$ cat src/rtl/alu_flag_pkg.sv
package alu_flag_pkg;

  localparam int STATUS_W = 8;
  localparam int FLAG_C = 0;
  localparam int FLAG_Z = 1;
  localparam int FLAG_N = 2;
  localparam int FLAG_V = 3;
  localparam int FLAG_S = 4;
  localparam int FLAG_H = 5;

  typedef enum logic [3:0] {
    OP_ADD  = 4'd0,
    OP_ADC  = 4'd1,
    OP_SUB  = 4'd2,
    OP_SBC  = 4'd3,
    OP_CPC  = 4'd4,
    OP_INC  = 4'd5,
    OP_DEC  = 4'd6,
    OP_COM  = 4'd7,
    OP_AND  = 4'd8,
    OP_OR   = 4'd9,
    OP_XOR  = 4'd10,
    OP_ASR  = 4'd11,
    OP_SWAP = 4'd12
  } opcode_e;

  typedef enum logic [3:0] {
    SEL_ARITH,
    SEL_INC,
    SEL_DEC,
    SEL_COM,
    SEL_AND,
    SEL_OR,
    SEL_XOR,
    SEL_ASR,
    SEL_SWAP,
    SEL_PASS
  } resSel_e;

  typedef struct packed {
    resSel_e resSel;
    logic    subtract;
    logic    useCarry;
    logic    stickyZero;
    logic    wrC;
    logic    wrH;
    logic    wrV;
    logic    wrZns;
  } strobe_t;

endpackage

$ cat src/rtl/flag_ctrl.sv
module flag_ctrl
  import alu_flag_pkg::*;
(
  input  logic [3:0] opCode,
  output strobe_t    strobes
);

  always_comb begin
    strobes = '0;
    strobes.resSel = SEL_PASS;
    case (opCode)
      OP_ADD, OP_ADC: begin
        strobes.resSel   = SEL_ARITH;
        strobes.useCarry = (opCode == OP_ADC);
        strobes.wrC      = 1'b1;
        strobes.wrH      = 1'b1;
        strobes.wrV      = 1'b1;
        strobes.wrZns    = 1'b1;
      end
      OP_SUB, OP_SBC, OP_CPC: begin
        strobes.resSel     = SEL_ARITH;
        strobes.subtract   = 1'b1;
        strobes.useCarry   = (opCode != OP_SUB);
        strobes.stickyZero = (opCode != OP_SUB);
        strobes.wrC        = 1'b1;
        strobes.wrH        = 1'b1;
        strobes.wrV        = 1'b1;
        strobes.wrZns      = 1'b1;
      end
      OP_INC, OP_DEC: begin
        strobes.resSel = (opCode == OP_INC) ? SEL_INC : SEL_DEC;
        strobes.wrV    = 1'b1;
        strobes.wrZns  = 1'b1;
      end
      OP_COM: begin
        strobes.resSel = SEL_COM;
        strobes.wrC    = 1'b1;
        strobes.wrV    = 1'b1;
        strobes.wrZns  = 1'b1;
      end
      OP_AND, OP_OR, OP_XOR: begin
        strobes.resSel = (opCode == OP_AND) ? SEL_AND :
                         (opCode == OP_OR)  ? SEL_OR  : SEL_XOR;
        strobes.wrV    = 1'b1;
        strobes.wrZns  = 1'b1;
      end
      OP_ASR: begin
        strobes.resSel = SEL_ASR;
        strobes.wrC    = 1'b1;
        strobes.wrV    = 1'b1;
        strobes.wrZns  = 1'b1;
      end
      OP_SWAP: strobes.resSel = SEL_SWAP;
      default: strobes.resSel = SEL_PASS;
    endcase
  end

endmodule

$ cat src/rtl/flag_datapath.sv
module flag_datapath
  import alu_flag_pkg::*;
#(
  parameter int DATA_W = 8
) (
  input  strobe_t             strobes,
  input  logic [DATA_W-1:0]   opA,
  input  logic [DATA_W-1:0]   opB,
  input  logic [STATUS_W-1:0] statusIn,
  output logic [DATA_W-1:0]   result,
  output logic [STATUS_W-1:0] statusOut
);

  localparam int MSB  = DATA_W - 1;
  localparam int HBIT = DATA_W / 2 - 1;
  localparam logic [DATA_W-1:0] ONE     = DATA_W'(1);
  localparam logic [DATA_W-1:0] MIN_NEG = {1'b1, {(DATA_W-1){1'b0}}};
  localparam logic [DATA_W-1:0] MAX_POS = {1'b0, {(DATA_W-1){1'b1}}};

  function automatic logic carryBit(input logic a, input logic b, input logic r);
    return (a & b) | (b & ~r) | (~r & a);
  endfunction

  function automatic logic borrowBit(input logic a, input logic b, input logic r);
    return (~a & b) | (b & r) | (r & ~a);
  endfunction

  logic              carryIn;
  logic [DATA_W-1:0] carryWord;
  logic [DATA_W-1:0] addRes;
  logic [DATA_W-1:0] subRes;
  logic [DATA_W-1:0] arithRes;
  logic              cNew;
  logic              hNew;
  logic              vNew;
  logic              zeroRes;

  assign carryIn   = strobes.useCarry & statusIn[FLAG_C];
  assign carryWord = {{(DATA_W-1){1'b0}}, carryIn};
  assign addRes    = opA + opB + carryWord;
  assign subRes    = opA - opB - carryWord;
  assign arithRes  = strobes.subtract ? subRes : addRes;

  always_comb begin
    case (strobes.resSel)
      SEL_ARITH: result = arithRes;
      SEL_INC:   result = opA + ONE;
      SEL_DEC:   result = opA - ONE;
      SEL_COM:   result = ~opA;
      SEL_AND:   result = opA & opB;
      SEL_OR:    result = opA | opB;
      SEL_XOR:   result = opA ^ opB;
      SEL_ASR:   result = {opA[MSB], opA[MSB:1]};
      SEL_SWAP:  result = {opA[HBIT:0], opA[MSB:HBIT+1]};
      default:   result = opA;
    endcase
  end

  assign zeroRes = (result == '0);

  always_comb begin
    cNew = 1'b0;
    hNew = 1'b0;
    vNew = 1'b0;
    case (strobes.resSel)
      SEL_ARITH: begin
        if (strobes.subtract) begin
          cNew = borrowBit(opA[MSB], opB[MSB], arithRes[MSB]);
          hNew = borrowBit(opA[HBIT], opB[HBIT], arithRes[HBIT]);
          vNew = (opA[MSB] & ~opB[MSB] & ~arithRes[MSB]) |
                 (~opA[MSB] & opB[MSB] & arithRes[MSB]);
        end else begin
          cNew = carryBit(opA[MSB], opB[MSB], arithRes[MSB]);
          hNew = carryBit(opA[HBIT], opB[HBIT], arithRes[HBIT]);
          vNew = (opA[MSB] & opB[MSB] & ~arithRes[MSB]) |
                 (~opA[MSB] & ~opB[MSB] & arithRes[MSB]);
        end
      end
      SEL_INC: vNew = (result == MIN_NEG);
      SEL_DEC: vNew = (result == MAX_POS);
      SEL_COM: cNew = 1'b1;
      SEL_ASR: begin
        cNew = opA[0];
        vNew = result[MSB] ^ opA[0];
      end
      default: ;
    endcase
  end

  always_comb begin
    statusOut = statusIn;
    if (strobes.wrC) statusOut[FLAG_C] = cNew;
    if (strobes.wrH) statusOut[FLAG_H] = hNew;
    if (strobes.wrV) statusOut[FLAG_V] = vNew;
    if (strobes.wrZns) begin
      statusOut[FLAG_Z] = strobes.stickyZero ? (statusIn[FLAG_Z] & zeroRes) : zeroRes;
      statusOut[FLAG_N] = result[MSB];
      statusOut[FLAG_S] = result[MSB] ^ statusOut[FLAG_V];
    end
  end

endmodule

$ cat src/rtl/alu_status_unit.sv
module alu_status_unit
  import alu_flag_pkg::*;
#(
  parameter int DATA_W = 8
) (
  input  logic              clk,
  input  logic              rstN,
  input  logic              opValid,
  input  logic [3:0]        opCode,
  input  logic [DATA_W-1:0] opA,
  input  logic [DATA_W-1:0] opB,
  input  logic              loadEn,
  input  logic [7:0]        loadVal,
  output logic [DATA_W-1:0] result,
  output logic [7:0]        nextStatus,
  output logic [7:0]        statusQ
);

  strobe_t strobes;

  flag_ctrl u_ctrl (
    .opCode  (opCode),
    .strobes (strobes)
  );

  flag_datapath #(.DATA_W(DATA_W)) u_dp (
    .strobes   (strobes),
    .opA       (opA),
    .opB       (opB),
    .statusIn  (statusQ),
    .result    (result),
    .statusOut (nextStatus)
  );

  always_ff @(posedge clk) begin
    if (!rstN)        statusQ <= '0;
    else if (loadEn)  statusQ <= loadVal;
    else if (opValid) statusQ <= nextStatus;
  end

endmodule

$ cat config.mk
export PLATFORM = sky130hd
export DESIGN_NAME = alu_status_unit
export DESIGN_NICKNAME = d
export VERILOG_FILES = /design/src/rtl/alu_flag_pkg.sv /design/src/rtl/flag_ctrl.sv /design/src/rtl/flag_datapath.sv /design/src/rtl/alu_status_unit.sv
export SDC_FILE = /design/constraint.sdc
export NUM_CORES = 1
export LEC_CHECK = 0
export CAP_MARGIN = 20
export CORE_ASPECT_RATIO = 0.5
export CORE_MARGIN = 8
export CORE_UTILIZATION = 67
export CTS_BUF_LIST = sky130_fd_sc_hd__clkbuf_2
export DETAILED_ROUTE_END_ITERATION = 10
export DONT_BUFFER_PORTS = 1
export GPL_TIMING_DRIVEN = 1
export PLACE_DENSITY = 0.83
export SYNTH_ARGS = -nofsm -noshare
export SYNTH_HDL_FRONTEND = slang
export SYNTH_SLANG_ARGS = --single-unit
$ cat constraint.sdc
create_clock -name clk -period 5 [get_ports clk]
set_input_delay 0.5 -clock clk [delete_from_list [all_inputs] [get_ports clk]]
set_output_delay 0.5 -clock clk [all_outputs]
set_load 0.01 [all_outputs]
==> out/summary.txt, run 1 <==
DRC - 0
Final worst slack - 0.186 ns
Final ANT Viol Nets - 0
# clock sinks - 8
Number of fillers in the final layout - 337
Row count - 16
Routability cong. - 0.988
Nets - 440
Maximum root-to-sink buffer count - 2
CTS buffer count - 3
DRT iter0 DRCs - 434
Die X - 108 um
Core area - 3960 sq um
Max FFs per register - 8
Worst-Margin Slew - 0.691 ns
Largest family of logic cells by synthesized area - compound AO/OA/AOI/OAI gates
Count of pins over their slew limit - 0
Root buffer cell - clkbuf_2
First-pass GRT wire length - 14600 um
Top Ports - 56
Die H - 61.8 um
Drt total wl - 9270 um
HPWL after detailed placement - 7170 um
Yosys reg bits - 8
Tmin final - 4.81 ns
Post-synth EDFFs - 0
Largest net degree at the start of global routing - 37
Synth Area in Compound Gates - 30.2%
Total number of vias - 3055
Uppermost routed layer - met4
Setup tns final - 0 ns
Post-synthesis mux area share - 6.40%
Via density - 7.21
Design area - 2800 sq um
Synth async-reset ratio - 0%
Vias in the first global route - 2864
Global Route Usage Sum - 27.4%
Synth Area in Simple Gates - 27.9%
Post-CTS Hold Buffers - 0
Worst rel slew slack - 53.8%
Seq/Total Area, Yosys - 5.69%
Crit path launch type - flop
Reg clk slew, reported paths - 0.08 ns
Commonest cells after routing, fill and taps aside - inv_1 (33), ha_1 (32), nor2_1 (28)
Primary FF master, synth - dfxtp_1
Number of max-cap violations - 0
Endpoint type of the worst setup path - primary output
WL met3 - 1610 um
Layout area overhead - -0.622%
Met1 wire length - 3750 um
DR pass1 iterations - 7
Worst Path Required - 4.50 ns
Final period utilization - 96.3%
Top Registers - statusQ x8
Dpl cell area - 2770 sq um
Setup violations, final - 0
Total gr overflow - 0
N_diodes - 0
# H-tree levels - 1
Yosys cell types - 66
Worst path arrival time - 4.31 ns
Syn avg cell area - 7.15 sq um
Mapped Area - 2820 sq um
Die footprint - 6660 sq um
Post-Synth Adder-Cell Area - 17.1%
Synth Net Count - 462
Largest register by flop count - statusQ
Leakage power - 1.18 nW
WL/cell - 21.9 um
CP max stage delay - 0.50 ns
Yosys warning count - 0
Crit Path Max Fanout - 4
Skew-Pair Late Insertion Delay - 0.22 ns
Pwr dens - 145 nW/um^2
Final Hold Viols - 0
Peak VDD IR - 158 uV
Setup WS pre-CTS - 0.319 ns
Min Hold Slack - 0.401 ns
Synth Area in XOR/XNOR - 3.42%
Initial core utilization - 71.0%
CTS tree - yes
Antenna violations before repair - 0
Fraction of layout cells with a size suffix above 1 - 7.57%
Critical path's slowest cell - dfxtp_1
Buffers on Ports - 0
Critical path class - flop to primary output
Cell breakdown of the critical path - o21ai_0 > or3_1 > inv_1 > fa_1 > ha_1 > o21ai_0 > a21boi_0 > o2bb2ai_1 > xnor2_1 > a21oi_1 > xor2_1 > a21oi_1 > o21a_1 > a221oi_2
Clock Skew - 0.00440 ns
Outcome - complete, no violations
Hold crit path type - input pin to flop
Max Fclk - 208 MHz
WL met2 - 3850 um
Fin util - 70.6%
Commonest non-fill, non-tap cell in the layout - inv_1
Cells after synthesis - 394
[what timing repair did]
item                       in CTS  in global routing
setup buffers                   0                  0
setup endpoints to repair       0                  3
gates resized for setup         0                  3
[layout make-up]
class / count / area [sq um] / area share (%)
clock buffer: 3 / 15.0 / 0.537
sequential: 8 / 160 / 5.72
inverter: 34 / 128 / 4.56
multi-input combinational: 322 / 2400 / 86.0
tap: 54 / 67.6 / 2.42
timing repair buffer: 3 / 22.5 / 0.805
[path summary, 6_finish.rpt]
check / depth (start not counted) / start / slack [ns] / to
worst max-delay path: 14 / statusQ[0]$_SDFFE_PN0P_ / 0.19 / nextStatus[4]
worst min-delay path: 1 / rstN / 0.40 / statusQ[5]$_SDFFE_PN0P_
worst max register to register: 15 / statusQ[0]$_SDFFE_PN0P_ / 0.64 / statusQ[4]$_SDFFE_PN0P_
worst min register to register: 2 / statusQ[1]$_SDFFE_PN0P_ / 0.59 / statusQ[1]$_SDFFE_PN0P_
[synth_stat cells, types with 6 or more instances]
cell | n | area share, %
and3_1 | 6 | 1.3
a21oi_1 | 20 | 3.6
or3_1 | 8 | 1.8
nand3_1 | 7 | 1.2
o21a_1 | 8 | 2.1
o211ai_1 | 9 | 2.4
inv_1 | 33 | 4.4
nand2b_1 | 8 | 1.8
clkbuf_1 | 22 | 2.9
xnor2_1 | 6 | 1.9
nor2b_1 | 12 | 2.7
nor3_1 | 10 | 1.8
dfxtp_1 | 8 | 5.7
mux2i_1 | 12 | 4.3
nand4_1 | 7 | 1.6
nand2_1 | 20 | 2.7
nor2_1 | 28 | 3.7
ha_1 | 32 | 14
nor3b_1 | 6 | 1.6
o21ai_0 | 25 | 4.4
[cells by family after synthesis]
family	Yosys count
AND/OR/NAND/NOR	137
AO/OA/AOI/OAI	122
buffers and inverters	64
adder cells (fa/ha/maj)	36
multiplexers	16
XOR/XNOR	11
flip-flops	8
[per-layer routing]
metal,vias up,track usage (%)
li1,1396,-
met1,1407,35.1
met2,240,42.3
met3,12,10.8
met4,0,6.45
met5,-,0
[stage by stage]
step | std cells | power [W]
5_1_grt | 424 | 0.000434
4_1_cts | 424 | 0.000392
6_report | 424 | 0.000406
3_5_place_dp | 421 | 0.000353
2_1_floorplan | 394 | 0.000312
3_3_place_gp | 421 | 0.000349
[where the power goes]
part	leakage (nW)	switching (W)	internal, W	total, W
clock network	0.0125	0.0000204	0.0000164	0.0000368
logic	1.10	0.000173	0.000119	0.000292
registers	0.0663	0.00000843	0.0000688	0.0000772
[critical path: cells and delay by family, from the launching register on]
kind	cells	cell delay (ns)
flip-flops	1	0.50
XOR/XNOR	2	0.50
AND/OR/NAND/NOR	1	0.37
buffers and inverters	1	0.09
adder cells (fa/ha/maj)	2	0.64
AO/OA/AOI/OAI	8	2.01
(Power assumes the default switching activity.)
==> inputs of run 2 (changes only) <==
Settings changed: CORE_ASPECT_RATIO 0.5 to 0.6.
==> out/summary.txt, run 2 (synthesis gave the netlist of run 1 again) <==
Outcome - complete, no violations
Setup tns final - 0 ns
Initial core utilization - 69.1%
Root buffer cell - clkbuf_2
Fraction of layout cells with a size suffix above 1 - 7.32%
Top Ports - 56
Maximum root-to-sink buffer count - 2
Peak VDD IR - 156 uV
Tmin final - 4.71 ns
Critical path class - flop to primary output
Antenna violations before repair - 0
Global Route Usage Sum - 28.7%
Leakage power - 1.18 nW
Post-CTS Hold Buffers - 0
Flop pwr share - 18.8%
CP max stage delay - 0.47 ns
Number of max-cap violations - 0
Reg clk slew, reported paths - 0.08 ns
Internal power - 0.000203 W
Skew-Pair Late Insertion Delay - 0.25 ns
Row count - 18
Final ANT Viol Nets - 0
Largest register by flop count - statusQ
Combinational fraction of design power - 71.0%
Commonest cells after routing, fill and taps aside - inv_1 (33), ha_1 (32), nor2_1 (28)
Worst Path Required - 4.50 ns
Buffers on Ports - 0
FF+latch area - 160 sq um
Nets - 439
Largest net degree at the start of global routing - 37
Die H - 66.2 um
Crit path launch type - flop
DRC - 0
CP bufs+invs - 1
N_diodes - 0
Switching power total - 0.000207 W
Final Hold Viols - 0
Setup violations, final - 0
Clock Skew - 0.00683 ns
# clock sinks - 8
Multi-input gate area - 2400 sq um
Dpl cell area - 2770 sq um
Cell breakdown of the critical path - o21ai_0 > or3_1 > fa_1 > fa_1 > o21a_1 > nor2_1 > xnor2_1 > a22oi_1 > o211ai_1 > buf_4 > nor4_4 > o211ai_1 > nor2_1 > o221ai_1 > nand3_1
Endpoint type of the worst setup path - primary output
Max FFs per register - 8
Top Registers - statusQ x8
Count of pins over their slew limit - 0
Total number of vias - 3096
CP delay by family, top - simple AND/OR/NAND/NOR gates
Pwr dens - 146 nW/um^2
DRT iter0 DRCs - 461
Critical path's slowest cell - dfxtp_1
HPWL after detailed placement - 7520 um
Total gr overflow - 0
Design area - 2800 sq um
CTS tree - yes
CTS buffer count - 3
Via density - 7.22
WL/cell - 22.9 um
DR pass1 iterations - 5
Clock power frac - 10.1%
RSZ-0062 raised after global routing - false
Worst path arrival time - 4.21 ns
Layout area overhead - -0.622%
Hold crit path type - input pin to flop
Final period utilization - 94.1%
Max Fclk - 212 MHz
Commonest non-fill, non-tap cell in the layout - inv_1
Vias in the first global route - 2795
Die X - 99.7 um
Crit Path Max Fanout - 4
Core area - 4080 sq um
Worst-Margin Slew - 0.715 ns
Worst rel slew slack - 52.2%
Sw frac - 50.5%
Number of fillers in the final layout - 340
Die footprint - 6600 sq um
Drt total wl - 9830 um
# H-tree levels - 1
First-pass GRT wire length - 15300 um
Routability cong. - 1.02
[run 2: cell types whose count changed in the layout (fill, tap and decap cells not counted), sizes merged]
cell  previous run  this run
buf              3         2
[run 2: cell type report]
type                       instances  share of cell area (%)
sequential                         8                    5.72
inverter                          34                    4.56
timing repair buffer               2                   0.537
tap                               60                    2.68
clock buffer                       3                   0.537
multi-input combinational        322                    86.0
[run 2: worst reg2reg max path, delay by kind of cell, from the launching register on]
family	cells	cell delay, ns
AND/OR/NAND/NOR	2	0.61
AO/OA/AOI/OAI	8	1.95
buffers and inverters	2	0.20
XOR/XNOR	2	0.32
flip-flops	1	0.47
adder cells (fa/ha/maj)	2	0.60
[run 2: through the flow]
stage,total power [W],cells,setup slack [ns],util [%],hold WS [ns]
2_1_floorplan,0.000312,394,0.0918,-,0.541
3_3_place_gp,0.000352,426,0.389,67.9,0.572
3_5_place_dp,0.000354,426,0.232,67.9,0.581
4_1_cts,0.000396,429,0.156,68.3,0.377
5_1_grt,0.000438,429,0.0551,68.6,0.357
6_report,0.000410,429,0.293,68.6,0.381
[run 2: repair_timing]
item | 4_1_cts | 5_1_grt
endpoints found under the hold margin | 0 | 0
setup endpoints to repair | 0 | 3
gates resized for setup | 0 | 3
buffers inserted | 0 | 0
[run 2: routing by layer]
metal / vias to the layer above / GRT usage [%] / share of wire (%)
met3: 13 / 10.6 / 16
met4: 0 / 3.75 / 0.43
met5: - / 0 / 0
li1: 1397 / - / -
met2: 241 / 40.1 / 39
met1: 1445 / 41.0 / 44
[run 2: worst paths after layout]
check / startpoint / depth (start not counted) / endpoint / slack (ns)
worst max register to register: statusQ[0]$_SDFFE_PN0P_ / 16 / statusQ[4]$_SDFFE_PN0P_ / 0.81
worst max-delay path: statusQ[0]$_SDFFE_PN0P_ / 15 / nextStatus[3] / 0.29
worst min-delay path: rstN / 1 / statusQ[7]$_SDFFE_PN0P_ / 0.38
worst min register to register: statusQ[1]$_SDFFE_PN0P_ / 2 / statusQ[1]$_SDFFE_PN0P_ / 0.59
[run 2: power by group through the flow]
stage                     clock network, W  logic, W  registers, W
final                            0.0000415  0.000291     0.0000771
after global routing             0.0000479  0.000312     0.0000779
after CTS                        0.0000415  0.000277     0.0000771
after detailed placement                 0  0.000275     0.0000785
after global placement                   0  0.000273     0.0000785
after floorplan                          0  0.000236     0.0000761
